==> src/rtl/irq_grp_pkg.sv <==
package irq_grp_pkg;
  localparam int ADDR_W = 3;

  typedef enum logic [ADDR_W-1:0] {
    A_CAUSE = 3'd0,
    A_CSET  = 3'd1,
    A_MASK  = 3'd2,
    A_MCLR  = 3'd3,
    A_ABMSK = 3'd4,
    A_CTRL  = 3'd5
  } reg_addr_e;
endpackage

==> src/rtl/irq_grp_regs.sv <==
module irq_grp_regs
  import irq_grp_pkg::*;
#(
  parameter int SRC_W = 32,
  parameter int FLD_W = 8
) (
  input  logic              clk,
  input  logic              rst,
  input  logic              wr_en,
  input  logic [ADDR_W-1:0] addr,
  input  logic [SRC_W-1:0]  wdata,
  input  logic [SRC_W-1:0]  evt_in,
  output logic [SRC_W-1:0]  cause_q,
  output logic [SRC_W-1:0]  mask_q,
  output logic [SRC_W-1:0]  abmask_q,
  output logic [FLD_W-1:0]  res_q,
  output logic [FLD_W-1:0]  intv_q,
  output logic              flush_q
);
  localparam int FLUSH_BIT = 2 * FLD_W;

  logic [SRC_W-1:0] cause_d;

  always_comb begin
    cause_d = cause_q;
    if (wr_en && addr == A_CAUSE) cause_d = cause_d & wdata;
    if (wr_en && addr == A_CSET)  cause_d = cause_d | wdata;
    cause_d = cause_d | evt_in;
  end

  always_ff @(posedge clk) begin
    if (rst) begin
      cause_q  <= '0;
      mask_q   <= '1;
      abmask_q <= '0;
      res_q    <= '0;
      intv_q   <= '0;
      flush_q  <= 1'b0;
    end else begin
      cause_q <= cause_d;
      flush_q <= 1'b0;
      if (wr_en) begin
        case (addr)
          A_MASK:  mask_q   <= wdata;
          A_MCLR:  mask_q   <= mask_q & wdata;
          A_ABMSK: abmask_q <= wdata;
          A_CTRL: begin
            res_q   <= wdata[FLD_W-1:0];
            intv_q  <= wdata[2*FLD_W-1:FLD_W];
            flush_q <= wdata[FLUSH_BIT];
          end
          default: ;
        endcase
      end
    end
  end
endmodule

==> src/rtl/irq_grp_moder.sv <==
module irq_grp_moder #(
  parameter int FLD_W = 8,
  localparam int TMR_W = 2 * FLD_W + 1
) (
  input  logic             clk,
  input  logic             rst,
  input  logic             pending,
  input  logic             flush,
  input  logic [FLD_W-1:0] res,
  input  logic [FLD_W-1:0] intv,
  output logic             irq_out,
  output logic [TMR_W-1:0] timer_q
);
  logic [TMR_W-1:0] load_val;
  logic             idle;
  logic             deliver;

  assign load_val = TMR_W'(intv) * (TMR_W'(res) + TMR_W'(1));
  assign idle     = (timer_q == '0);
  assign deliver  = pending && (idle || flush);

  always_ff @(posedge clk) begin
    if (rst) begin
      timer_q <= '0;
      irq_out <= 1'b0;
    end else begin
      irq_out <= deliver;
      if (deliver)     timer_q <= load_val;
      else if (flush)  timer_q <= '0;
      else if (!idle)  timer_q <= timer_q - TMR_W'(1);
    end
  end
endmodule

==> src/rtl/irq_group_ctrl.sv <==
module irq_group_ctrl
  import irq_grp_pkg::*;
#(
  parameter int SRC_W = 32,
  parameter int FLD_W = 8,
  localparam int TMR_W = 2 * FLD_W + 1
) (
  input  logic              clk,
  input  logic              rst,
  input  logic [ADDR_W-1:0] bus_addr,
  input  logic              bus_wr,
  input  logic [SRC_W-1:0]  bus_wdata,
  output logic [SRC_W-1:0]  bus_rdata,
  input  logic [SRC_W-1:0]  evt_in,
  output logic              irq_out,
  output logic              abort_req
);
  logic [SRC_W-1:0] cause_q, mask_q, abmask_q;
  logic [FLD_W-1:0] res_q, intv_q;
  logic             flush_q;
  logic [TMR_W-1:0] timer_q;
  logic             pending;
  logic [SRC_W-1:0] rd_mux;

  irq_grp_regs #(.SRC_W(SRC_W), .FLD_W(FLD_W)) regs_i (
    .clk(clk), .rst(rst), .wr_en(bus_wr), .addr(bus_addr), .wdata(bus_wdata),
    .evt_in(evt_in), .cause_q(cause_q), .mask_q(mask_q), .abmask_q(abmask_q),
    .res_q(res_q), .intv_q(intv_q), .flush_q(flush_q)
  );

  assign pending = |(cause_q & ~mask_q);

  irq_grp_moder #(.FLD_W(FLD_W)) moder_i (
    .clk(clk), .rst(rst), .pending(pending), .flush(flush_q),
    .res(res_q), .intv(intv_q), .irq_out(irq_out), .timer_q(timer_q)
  );

  always_comb begin
    case (bus_addr)
      A_CAUSE: rd_mux = cause_q;
      A_MASK:  rd_mux = mask_q;
      A_ABMSK: rd_mux = abmask_q;
      A_CTRL:  rd_mux = SRC_W'({intv_q, res_q});
      default: rd_mux = '0;
    endcase
  end

  always_ff @(posedge clk) begin
    if (rst) begin
      bus_rdata <= '0;
      abort_req <= 1'b0;
    end else begin
      bus_rdata <= rd_mux;
      abort_req <= |(cause_q & abmask_q);
    end
  end
endmodule

==> config.mk <==
export PLATFORM = sky130hd
export DESIGN_NAME = irq_group_ctrl
export DESIGN_NICKNAME = d
export VERILOG_FILES = /design/src/rtl/irq_grp_pkg.sv /design/src/rtl/irq_grp_regs.sv /design/src/rtl/irq_grp_moder.sv /design/src/rtl/irq_group_ctrl.sv
export SDC_FILE = /design/constraint.sdc
export NUM_CORES = 1
export LEC_CHECK = 0
export ABC_CLOCK_PERIOD_IN_PS = 14400
export BUFFER_PORTS_ARGS = -buffer_cell sky130_fd_sc_hd__buf_2
export CORE_MARGIN = 2
export CORE_UTILIZATION = 35
export CTS_CLUSTER_SIZE = 24
export DETAILED_ROUTE_END_ITERATION = 7
export PLACE_DENSITY = 0.58
export REMOVE_ABC_BUFFERS = 1
export SYNTH_ARGS = -nofsm -noshare
export SYNTH_HDL_FRONTEND = slang
export SYNTH_SLANG_ARGS = --single-unit
==> constraint.sdc <==
create_clock -name clk -period 14.4 [get_ports clk]
set_clock_uncertainty 0.05 [all_clocks]
set_input_delay 0 -clock clk [delete_from_list [all_inputs] [get_ports clk]]
set_output_delay 0 -clock clk [all_outputs]
set_load 0.01 [all_outputs]
Yosys cells after proc, flatten, opt, wreduce, memory -nomap -nowiden
Index checks and enable logic that the tools add are counted.

Logic and storage cells: 48. Input bits: 70. Bits in registers: 164. Output and inout bits: 34.

Multiplexer cells: 7. Eq/ne operators: 6. Add/subtract/negate cells: 2. Multiply operators: 1. Bitwise gates (word level): 9. Reductions and logical operators: 13.

Operators by type and width (count): $and A32 B32 Y32 (4); $pmux W32 S4 (1); $mux W32 (2); $or A32 B32 Y32 (2); $pmux W32 S2 (1); $reduce_or A32 Y1 (2); $mux W17 (3); $not A32 Y32 (1); $logic_not A17 Y1 (1); $mul A8 B17 Y17 (1); $sub A17 B1 Y17 const B (1); $add A8 B1 Y9 const B (1); $eq A3 B2 Y1 const B (2); $eq A3 B3 Y1 const B (2); $reduce_and A2 Y1 (3); $eq A3 B1 Y1 const B (1); $logic_and A1 B1 Y1 (3); $logic_not A3 Y1 (1); $ne A3 B3 Y1 const B (1); $reduce_or A3 Y1 (1); $not A1 Y1 (2); $reduce_bool A2 Y1 (1); $logic_or A1 B1 Y1 (1).

Longest topological paths before layout
Word-level depth: 6. Mapped depth: 19. Gate-level depth less buffers: 18.

Cells and area by module
A second synthesis with hierarchy kept.

Cell total of the unflattened synthesis: 1090. Area, all modules: 9676.8 um^2.

Modules (own cells, without submodules): irq_grp_regs (area each 4137.7 um^2, seq. area each 2262.2 um^2, instances 1, cells an instance 429); irq_grp_moder (area each 3455.8 um^2, seq. area each 360.3 um^2, instances 1, cells an instance 404); irq_group_ctrl (area each 2083.2 um^2, seq. area each 660.6 um^2, instances 1, cells an instance 257).

Least setup slack after synthesis
OpenSTA, ideal clock, no wires.

Path type: register to register. Start point: register regs_i.res_q[0]. End point: register moder_i.timer_q[13]. Stages on the path, launching flop included: 18. Period minus slack after synthesis: 4872 ps. Arrival time: 4706 ps. Data required time: 14234 ps. Library setup time: 116 ps. Buffers on the path: 0. Path slack: 9528 ps. Cell sequence: dfxtp_1 ha_1 nand3_1 nor2_1 xnor2_1 nor2b_1 fa_1 fa_1 fa_1 inv_1 fa_1 inv_1 ha_1 a21o_1 o311a_1 o21a_1 or3_1 a41o_1.

Cells in the longest elaborated chain, start to end: 3.

Ends and longest elaborated chain: from (decl) (line irq_grp_regs.sv:16) `output logic [FLD_W-1:0] res_q,`; from (signal assigned) (line irq_grp_regs.sv:48) `res_q <= wdata[FLD_W-1:0];`; $add A8 B1 Y9 (line irq_grp_moder.sv:18) `assign load_val = TMR_W'(intv) * (TMR_W'(res) + TMR_W'(1));`; $mul A8 B17 Y17 (line irq_grp_moder.sv:18); $mux W17 (line irq_grp_moder.sv:28) `if (deliver) timer_q <= load_val;`; to (signal assigned) (line irq_grp_moder.sv:28); to (signal assigned) (line irq_grp_moder.sv:30) `else if (!idle) timer_q <= timer_q - TMR_W'(1);`; to (decl) (line irq_grp_moder.sv:12) `output logic [TMR_W-1:0] timer_q`.

No other way between the ends. A chain may end at the register's enable or synchronous reset.

Worst setup path in the final report
Start point: register regs_i.res_q[0]. End point: register moder_i.timer_q[14].

Same word-level chain as after synthesis.

==> flow_summary.ini <==
[status]
run_status = finished clean

[pwr]
p_seq_frac = 0.407
p_sw_frac = 0.334
clockPowerShare = 0.372
power.switching_mw = 0.432
comb_power_share = 0.221
cellLeakagePower_nw = 5.28
power_density_nw_per_um2 = 107
ir_drop_uv = 60.0
cell_internal_pwr_mw = 0.862

[clock_tree]
post_cts_buffers = 0
cts_buffer_depth = 2
clock-sinks = 164
cts_resized = 0
cts_buffers = 17
root_buffer = clkbuf_16
clock_latency_ps = 450
cts_tree = done
hold_buffers = 113
htreeDepth = 4
clk_pin_slew_worst_paths_ps = 80

[worst_setup_path]
crit_type = register to register
path_delay_family = adder cells
crit_chain = ha_1, nand3_1, xor2_1, nand2b_1, fa_1, fa_1, inv_1, fa_1, inv_1, fa_1, inv_1, ha_1, nand3_1, o2111ai_1, a31oi_1, o311a_1, nor4b_1, o21bai_2
crit_required_ps = 14720
cp-start-kind = register
cp_common_cell = fa_1
arrival_ps = 6030
crit_slowest_cell = dfxtp_1
critical_path_buf_inv_count = 3
crit_path_max_fanout = 13
end_kind = register
cp_slowest_stage_delay_ps = 560

[timing]
max_slew_margin = 0.401
worstMarginPinSlew_ps = 898
fin_crit_ps = 5720
finalCritPeriodShare = 0.397
setup_tns_ps = 0
fmax_mhz = 175
finalHoldViolCount = 0
setup_viol = 0
rsz0062_at_grt = no
maxSlewViolCount = 0

[synth]
yosys-top-cells-count = nor2_1 (216), dfxtp_1 (164), nand2_1 (150), a21oi_1 (111), inv_1 (84)
synth-seq-cells = 164
synth_top_cell_by_area = dfxtp_1
async_reset_ff_frac = 0
syn_inst = 1190
synthFlopType = dfxtp_1
syn_area_sq_um = 9480
synth.avg_cell_area_sq_um = 7.97
synth_top_cell_area_share = 0.346
ys_types = 56
synth_area_leaders = dfxtp_1 (35%), fa_1 (8.9%), nor2_1 (8.5%)
synth_most_common_cell = nor2_1
yosysWarnings = 0
seq_area_frac_synth = 0.346
synth-edff-count = 0

[place]
io_buffers = 103
gp_congestion = 0.820
dpl.hpwl_um = 19300
placed_area_sq_um = 10300

[detailed_routing]
ant_nets = 0
drt_iter0_drc = 618
firstDrtPassIters = 7
vias = 8776
wl_met1_um = 13000
post_drt_via_cell_ratio = 5.08
met2WireLength_um = 13700
post-route-drc-count = 0
routed_wl_um = 28600
wire_per_inst_um = 16.5
maxUsedRoutingLayer = met4
wl_met3_um = 1310

[die]
die_h_um = 169
core-area_sq_um = 26800
die-area_sq_um = 28400
start_util = 0.354
ioPinCount = 104
die_w_um = 169
std_cell_rows = 60

[flow_run]
max_cap_violations = 0

[global_route]
gr-total-overflow = 0
antenna_found_initial = 0
grt_pass1_wl_um = 46400
grt_pass1_vias = 8627
grtUsageTotal = 0.205
grt_max_degree = 60

[hold_path]
hp-class = input pin to register

[cells_and_area]
syn_to_final_growth_pct = 27.1
drive_gt1_frac = 0.130
diodes = 0
stdcell_area_sq_um = 12100
layout.nets = 1525
-- metal layers --
layer  GRT usage  vias to the layer above
met4      0.0656                        0
li1            -                     4345
met3      0.0281                       44
met2       0.352                      238
met5           0                        -
met1       0.268                     4149
-- registers in the layout, indices dropped and copies added, names as in the netlist --
signal / flops
regs_i.cause_q: 32
regs_i.intv_q: 8
abort_req: 1
bus_rdata: 32
regs_i.abmask_q: 32
regs_i.flush_q: 1
moder_i.timer_q: 17
regs_i.res_q: 8
moder_i.irq_out: 1
regs_i.mask_q: 32
-- power by group through the flow --
stage	clock [mW]	combinational [mW]	sequential (mW)
3_3_place_gp	0	0.254	0.535
3_5_place_dp	0	0.256	0.536
6_report	0.481	0.286	0.526
5_1_grt	0.511	0.318	0.532
4_1_cts	0.491	0.285	0.525
2_1_floorplan	0	0.186	0.527
-- kinds of logic after synthesis --
| group | after synthesis | share of synthesized area |
|---|---|---|
| simple gates | 493 | 0.231 |
| compound gates | 243 | 0.160 |
| flops | 164 | 0.346 |
| buf+inv | 148 | 0.0594 |
| fa+ha+maj | 81 | 0.140 |
| mux | 32 | 0.0359 |
| xor+xnor | 29 | 0.0268 |
-- path summary, 6_finish.rpt --
kind	startpoint	to	slack [ps]	depth (start not counted)
worst min-delay path	bus_wr	regs_i.mask_q[7]$_SDFFE_PP1P_	150	5
worst max register to register	regs_i.res_q[0]$_SDFFE_PP0P_	moder_i.timer_q[14]$_SDFFE_PP0P_	8680	18
worst max-delay path	regs_i.res_q[0]$_SDFFE_PP0P_	moder_i.timer_q[14]$_SDFFE_PP0P_	8680	18
worst min register to register	regs_i.abmask_q[7]$_SDFFE_PP0P_	regs_i.abmask_q[7]$_SDFFE_PP0P_	420	2
-- cell usage in the layout, fill, tap and decap left out, drive strengths merged, types with 5 or more instances in the layout --
cell type / Yosys / final
nor2b: 40 / 40
mux2i: 16 / 16
a21oi: 112 / 112
nor4: 6 / 6
mux2: 16 / 16
fa: 42 / 42
xor2: 14 / 14
nand2: 150 / 150
nand2b: 26 / 26
o2111ai: 5 / 5
a31oi: 19 / 19
and2: 21 / 21
buf: 3 / 116
dfxtp: 164 / 164
o21ai: 7 / 7
nand3: 9 / 9
inv: 84 / 92
clkinv: 0 / 7
nor2: 216 / 216
o22ai: 44 / 44
nor3: 9 / 9
dlygate4sd3: 0 / 113
clkbuf: 61 / 17
xnor2: 15 / 15
ha: 39 / 39
a22oi: 30 / 30
-- worst min-delay path, cell delays in order --
cell and delay [ps]:
buf_2 140, nand3b_1 130, nor2_2 130, o22ai_1 150, nand2_1 60
-- stage by stage --
step	worst slack (ps)	power (mW)	cells	hold WS, ps	utilization
6_report	8680	1.29	1728	151	0.450
4_1_cts	8730	1.30	1728	135	0.450
3_3_place_gp	8950	0.789	1583	156	0.384
2_1_floorplan	9370	0.714	1126	12.4	-
3_5_place_dp	8770	0.792	1583	165	0.384
5_1_grt	8290	1.36	1728	157	0.450
-- cell type report --
cell class                      count  area, sq um
Sequential cell                   164         3280
Clock inverter                     15          201
Tap cell                          341          427
Multi-Input combinational cell    878         5650
Inverter                           84          315
Timing Repair Buffer              229         1750
Clock buffer                       17          425
Fill cell                        2611        14700
(Power assumes the default switching activity.)
